File: src/rtl/odb_pkg.sv
package odb_pkg;

    typedef enum logic [1:0] {
        SZ_BYTE = 2'b00,
        SZ_WORD = 2'b01,
        SZ_LONG = 2'b10,
        SZ_QUAD = 2'b11
    } acc_size_e;

    typedef enum logic [1:0] {
        DIR_EITHER = 2'b00,
        DIR_READ   = 2'b01,
        DIR_WRITE  = 2'b10,
        DIR_BOTH   = 2'b11
    } dir_sel_e;

    typedef enum logic [1:0] {
        RA_VALUE = 2'b00,
        RA_MASK  = 2'b01,
        RA_CTRL  = 2'b10,
        RA_NONE  = 2'b11
    } reg_sel_e;

    // control word, packed MSB first: bit5 size_on, 4:3 size, 2:1 dir, 0 den
    typedef struct packed {
        logic      size_on;
        acc_size_e size;
        dir_sel_e  dir;
        logic      den;
    } ctrl_t;

    localparam int CTRL_W = $bits(ctrl_t);

    typedef struct packed {
        logic      valid;
        logic      write;
        acc_size_e size;
        logic      nodata;
    } acc_t;

    // number of low byte lanes that take part in one half compare
    function automatic int lane_bytes(acc_size_e sz, int half_bytes);
        case (sz)
            SZ_BYTE: return 1;
            SZ_WORD: return 2;
            default: return half_bytes;
        endcase
    endfunction

    function automatic logic dir_pass(dir_sel_e sel, logic is_write);
        case (sel)
            DIR_READ:  return !is_write;
            DIR_WRITE: return is_write;
            default:   return 1'b1;
        endcase
    endfunction

endpackage

File: src/rtl/odb_cfg_regs.sv
module odb_cfg_regs
    import odb_pkg::*;
#(
    parameter int CMP_W = 32
) (
    input  logic             clk,
    input  logic             rst,
    input  logic             reg_we,
    input  logic [1:0]       reg_addr,
    input  logic [CMP_W-1:0] reg_wdata,
    output logic [CMP_W-1:0] reg_rdata,
    output logic [CMP_W-1:0] cmp_value,
    output logic [CMP_W-1:0] cmp_mask,
    output ctrl_t            ctrl
);
    localparam int PAD_W = CMP_W - CTRL_W;

    reg_sel_e sel;
    assign sel = reg_sel_e'(reg_addr);

    // value and mask: reset state undefined, software loads them first
    always_ff @(posedge clk) begin
        if (reg_we && sel == RA_VALUE) cmp_value <= reg_wdata;
        if (reg_we && sel == RA_MASK)  cmp_mask  <= reg_wdata;
    end

    always_ff @(posedge clk) begin
        if (rst) begin
            ctrl <= '0;
        end else if (reg_we && sel == RA_CTRL) begin
            ctrl <= ctrl_t'(reg_wdata[CTRL_W-1:0]);
        end
    end

    always_comb begin
        case (sel)
            RA_VALUE: reg_rdata = cmp_value;
            RA_MASK:  reg_rdata = cmp_mask;
            RA_CTRL:  reg_rdata = {{PAD_W{1'b0}}, ctrl};
            default:  reg_rdata = '0;
        endcase
    end

endmodule

File: src/rtl/odb_half_cmp.sv
module odb_half_cmp
    import odb_pkg::*;
#(
    parameter int CMP_W = 32
) (
    input  logic [CMP_W-1:0] half_data,
    input  logic [CMP_W-1:0] cmp_value,
    input  logic [CMP_W-1:0] cmp_mask,
    input  acc_size_e        size,
    output logic             hit
);
    localparam int HALF_BYTES = CMP_W / 8;

    int               nbytes;
    logic [CMP_W-1:0] care;
    logic [CMP_W-1:0] diff;

    assign nbytes = lane_bytes(size, HALF_BYTES);

    always_comb begin
        for (int b = 0; b < CMP_W; b++) begin
            care[b] = (b / 8) < nbytes;
        end
    end

    assign diff = (half_data ^ cmp_value) & ~cmp_mask & care;
    assign hit  = (diff == '0);

endmodule

File: src/rtl/odb_cond_eval.sv
module odb_cond_eval
    import odb_pkg::*;
#(
    parameter int CMP_W = 32,
    parameter int BUS_W = 64
) (
    input  ctrl_t            ctrl,
    input  acc_t             acc,
    input  logic [BUS_W-1:0] bus,
    input  logic [CMP_W-1:0] cmp_value,
    input  logic [CMP_W-1:0] cmp_mask,
    output logic             data_ok,
    output logic             access_hit
);
    localparam int NHALF = BUS_W / CMP_W;

    logic [NHALF-1:0] half_hit;
    logic [NHALF-1:0] half_need;
    logic             lanes_ok;
    logic             size_ok;
    logic             dir_ok;

    for (genvar h = 0; h < NHALF; h++) begin : g_half
        odb_half_cmp #(.CMP_W(CMP_W)) u_cmp (
            .half_data (bus[h*CMP_W +: CMP_W]),
            .cmp_value (cmp_value),
            .cmp_mask  (cmp_mask),
            .size      (acc.size),
            .hit       (half_hit[h])
        );
        // the low half always counts; upper halves only for a quadword
        if (h == 0) begin : g_low
            assign half_need[h] = 1'b1;
        end else begin : g_up
            assign half_need[h] = (acc.size == SZ_QUAD);
        end
    end

    assign lanes_ok = &(half_hit | ~half_need);

    always_comb begin
        if (!ctrl.den)             data_ok = 1'b1;
        else if (!ctrl.size_on)    data_ok = 1'b0;
        else if (acc.nodata)       data_ok = 1'b0;
        else                       data_ok = lanes_ok;
    end

    assign size_ok    = !ctrl.size_on || (acc.size == ctrl.size);
    assign dir_ok     = dir_pass(ctrl.dir, acc.write);
    assign access_hit = acc.valid && data_ok && size_ok && dir_ok;

endmodule

File: src/rtl/odb_data_break.sv
module odb_data_break
    import odb_pkg::*;
#(
    parameter int CMP_W = 32,
    parameter int BUS_W = 64
) (
    input  logic             clk,
    input  logic             rst,
    input  logic             reg_we,
    input  logic [1:0]       reg_addr,
    input  logic [CMP_W-1:0] reg_wdata,
    output logic [CMP_W-1:0] reg_rdata,
    input  logic             acc_valid,
    input  logic             acc_write,
    input  logic [1:0]       acc_size,
    input  logic             acc_nodata,
    input  logic [BUS_W-1:0] acc_data,
    output logic             data_match,
    output logic             brk_pulse
);
    logic [CMP_W-1:0] cmp_value;
    logic [CMP_W-1:0] cmp_mask;
    ctrl_t            ctrl_q;
    acc_t             acc;
    logic             access_hit;
    logic             cfg_den;
    logic             cfg_size_on;

    assign acc = '{valid:  acc_valid,
                   write:  acc_write,
                   size:   acc_size_e'(acc_size),
                   nodata: acc_nodata};

    assign cfg_den     = ctrl_q.den;
    assign cfg_size_on = ctrl_q.size_on;

    odb_cfg_regs #(.CMP_W(CMP_W)) u_regs (
        .clk       (clk),
        .rst       (rst),
        .reg_we    (reg_we),
        .reg_addr  (reg_addr),
        .reg_wdata (reg_wdata),
        .reg_rdata (reg_rdata),
        .cmp_value (cmp_value),
        .cmp_mask  (cmp_mask),
        .ctrl      (ctrl_q)
    );

    odb_cond_eval #(.CMP_W(CMP_W), .BUS_W(BUS_W)) u_eval (
        .ctrl       (ctrl_q),
        .acc        (acc),
        .bus        (acc_data),
        .cmp_value  (cmp_value),
        .cmp_mask   (cmp_mask),
        .data_ok    (data_match),
        .access_hit (access_hit)
    );

    always_ff @(posedge clk) begin
        if (rst) brk_pulse <= 1'b0;
        else     brk_pulse <= access_hit;
    end

endmodule

File: config.mk
export PLATFORM = sky130hd
export DESIGN_NAME = odb_data_break
export DESIGN_NICKNAME = d
export VERILOG_FILES = /design/src/rtl/odb_pkg.sv /design/src/rtl/odb_cfg_regs.sv /design/src/rtl/odb_half_cmp.sv /design/src/rtl/odb_cond_eval.sv /design/src/rtl/odb_data_break.sv
export SDC_FILE = /design/constraint.sdc
export NUM_CORES = 1
export LEC_CHECK = 0
export ABC_AREA = 0
export BUFFER_PORTS_ARGS = -buffer_cell sky130_fd_sc_hd__buf_2
export CAP_MARGIN = 5
export CORE_MARGIN = 3
export CORE_UTILIZATION = 49
export DETAILED_ROUTE_END_ITERATION = 16
export PLACE_DENSITY = 0.9
export SLEW_MARGIN = 20
export SYNTH_ARGS = -nofsm -noshare
export SYNTH_HDL_FRONTEND = slang
export SYNTH_SLANG_ARGS = --single-unit
File: constraint.sdc
create_clock -name clk -period 7.9 [get_ports clk]
set_input_delay 0.79 -clock clk [delete_from_list [all_inputs] [get_ports clk]]
set_output_delay 0.79 -clock clk [all_outputs]
set_load 0.02 [all_outputs]
==> results.txt <==
----------------------------------------------------
[Timing]
  Worst clock skew on the final layout ... 0.00454 ns
  Final cycle utilization of the critical path ... 41.1%
  Max-slew violations ... 0
  Total setup violations reported at the end of the flow ... 0
  Final critical delay including setup and external delays ... 3.24 ns
  Total negative slack for setup checks ... 0 ns
  Number of endpoints with negative hold slack in the final report ... 0
  Relative slew margins ... 35.0%
  Highest achievable clock rate ... 308 MHz
  Worst-Margin Slew ... 0.975 ns
  Unrepaired setup endpoints after global routing ... false

[Layout]
  Most common library cell in the layout ignoring fill and taps ... buf_2
  Area used by sequential logic in the layout ... 2060 sq um
  Count of fill cells added during filler insertion ... 537
  Synth-to-layout area growth ... 27.0%
  Share of final-layout standard cells stronger than drive strength 1 ... 35.7%
  Most frequent cells in the layout ... buf_2 (139), xnor2_1 (64), edfxtp_1 (64), mux2i_1 (38), nor2_1 (35)
  Post-layout utilization of the core ... 66.4%
  Area of combinational cells with multiple inputs ... 1560 sq um
  Nets ... 546
  Number of antenna diodes ... 0

[Place]
  Final weighted congestion of routability-driven global placement ... 0.852
  Detailed Place HPWL ... 6680 um
  # port buffers ... 139

[Clocking]
  Post-cts resize count ... 0
  Setup Buffers After CTS ... 0
  TritonCTS clock tree ... yes
  Clock latency on the worst-skew pair ... 0.33 ns
  Number of H-tree levels ... 3
  Clock buffer depth ... 2
  Inserted Clock Buffers ... 9
  CTS hold repair buffers ... 0
  Number of clock sinks ... 71
  CTS clock-pin slew for the worst setup and hold paths ... 0.08 ns
  Root buffer selected by CTS ... clkbuf_8

[Setup path]
  Largest driver fanout on the critical path ... 2
  Worst setup path startpoint ... acc_data[5]
  Critical path class ... in2out
  Required time at the endpoint of the critical path ... 7.11 ns
  Longest individual stage delay on the worst path ... 0.37 ns
  Slowest CP cell ... nor4_1
  Cell family with the largest share of critical-path delay ... compound AO/OA/AOI/OAI gates
  Critical path data arrival time ... 2.45 ns
  Critical Path Most Common Cell ... buf_2
  CP endpoint kind ... output pin
  Critical path, cell by cell ... buf_2 -> xnor2_1 -> o22ai_1 -> nor4_1 -> o2111ai_1 -> o31a_1 -> a21oi_1 -> buf_2
  Reg2reg start ... u_regs.cmp_value[5]$_DFFE_PP_
  Critical path buffer and inverter count ... 2
  Startpoint types ... input pin

[Yosys]
  Post-synthesis sequential area ratio ... 56.2%
  Gate Count Post-Synth ... 293
  Distinct cell type count after synthesis ... 29
  Most used DFF post-synth ... edfxtp_1
  Post-synthesis register bit count ... 71
  Number of enable flip-flop cells after synthesis ... 64
  FFs w/ async S/R, synth ... 0%
  Post-synthesis net count ... 402
  Total of warnings raised by yosys ... 0
  Post-synthesis average cell area ... 12.5 sq um
  Total standard cell area after synthesis ... 3670 sq um

[Drt]
  Aggregate routed wire length ... 9060 um
  Via-per-instance ratio ... 5.26
  Remaining antenna violation count after routing ... 0
  Detail-routed net length per standard cell ... 16.8 um
  DRC marker count from the first detailed-route iteration ... 106
  Overall via count from detail_route ... 2,828
  Detailed-router iteration count before antenna repair ... 4
  DRC violations left ... 0

[Run]
  Number of maximum-capacitance constraint violations ... 0

[Global routing]
  Global routing met2 resource utilization ... 37.3%
  Gr ovfl total ... 0
  Maximum number of pins on one net before global-route repair ... 37
  Vias in the first global route ... 2,961
  Met3 capacity usage during global routing ... 4.47%
  First-pass GRT wire length ... 14,100 um
  Number of antenna violations at the first check in global routing ... 0
  Met1 Track Usage GR ... 25.8%
  GRT Resource Usage Total ... 21.1%
  Global routing's busiest layer ... met2

[Floorplan]
  Floorplan die width ... 92.6 um
  Die outline height ... 92.6 um
  Full die area ... 8570 sq um
  Area of the core region ... 7020 sq um
  # IOs ... 140
  Row cnt ... 30
  Initial Util ... 52.3%

[Hold path]
  Min-delay src ... u_regs.ctrl[0]$_SDFFE_PP0P_
  Type of the most critical hold path ... reg2reg

[Power and ir drop]
  Power per standard cell area ... 185 nW/um^2
  Peak supply drop ... 0.124 mV
  Static leakage ... 1.91 nW

[Outcome]
  Run status ... finished, final reports clean

----------------------------------------------------
==> worst paths after layout <==
kind	cells after the start	slack (ns)	end
setup / recovery	8	4.66	data_match
setup reg to reg	6	5.97	brk_pulse$_SDFF_PP0_
hold reg to reg	2	0.56	u_regs.ctrl[0]$_SDFFE_PP0P_
hold / removal	2	0.56	u_regs.ctrl[0]$_SDFFE_PP0P_
==> final cells by class <==
cell class | instances | area share [%]
clock buffer | 9 | 2.66
clock inverter | 7 | 1.37
inverter | 5 | 0.403
multi-input combinational | 209 | 33.5
sequential | 71 | 44.2
tap | 96 | 2.58
timing repair buffer | 141 | 15.2
==> synthesized netlist by cell type, types with 2 or more instances <==
library cell	count	share of area (%)
dfxtp_1	7	3.8
buf_2	3	0.41
xnor2_1	64	15
nor4_1	5	0.85
nor2_1	35	3.6
o21ai_0	8	1.1
ha_1	3	1.0
o2111ai_1	2	0.48
o22ai_1	31	5.3
inv_1	5	0.51
edfxtp_1	64	52
mux2i_1	38	10
o41ai_1	2	0.48
xor2_1	2	0.48
clkbuf_1	4	0.41
nand2_1	7	0.72
==> cell families (layout without fill, tap and decap cells) <==
logic type,Yosys count,in the layout,synth area share [%]
AND/OR/NAND/NOR,54,54,6.51
adder cells (fa/ha/maj),3,3,1.02
XOR/XNOR,66,66,15.7
flip-flops,71,71,56.2
buffers and inverters,13,162,1.43
AO/OA/AOI/OAI,47,47,8.45
multiplexers,39,39,10.7
==> report_power, final <==
part           switching (mW)  total (mW)  internal, mW
Combinational          0.0740       0.143        0.0689
Sequential             0.0162       0.445         0.429
Clock                   0.133       0.276         0.143
Total                   0.223       0.864         0.641
==> stage by stage <==
stage / setup WS [ns] / power, mW / cells / hold slack [ns] / cell area [sq um]
finish: 4.66 / 0.864 / 538 / 0.561 / 4660
global route: 4.52 / 0.902 / 538 / 0.598 / 4660
global placement: 4.67 / 0.592 / 522 / 0.535 / 4470
detailed placement: 4.67 / 0.596 / 522 / 0.549 / 4470
floorplan: 3.79 / 0.535 / 293 / 0.501 / 3670
CTS: 4.67 / 0.869 / 538 / 0.563 / 4660
==> routing by layer <==
layer | vias to the layer above | part of all wire, %
li1 | 1374 | -
met2 | 128 | 50
met5 | - | 0
met3 | 11 | 7.7
met1 | 1315 | 41
met4 | 0 | 0.88
==> state kept, by name, summed over array words and instances (netlist names) <==
signal / flops
u_regs.ctrl: 6
brk_pulse: 1
u_regs.cmp_mask: 32
u_regs.cmp_value: 32
==> worst min-delay path: stages, from the launching register on <==
cell,delay (ns)
dfxtp_1,0.34
mux2i_1,0.13
nor2_1,0.05
(Power assumes the default switching activity.)
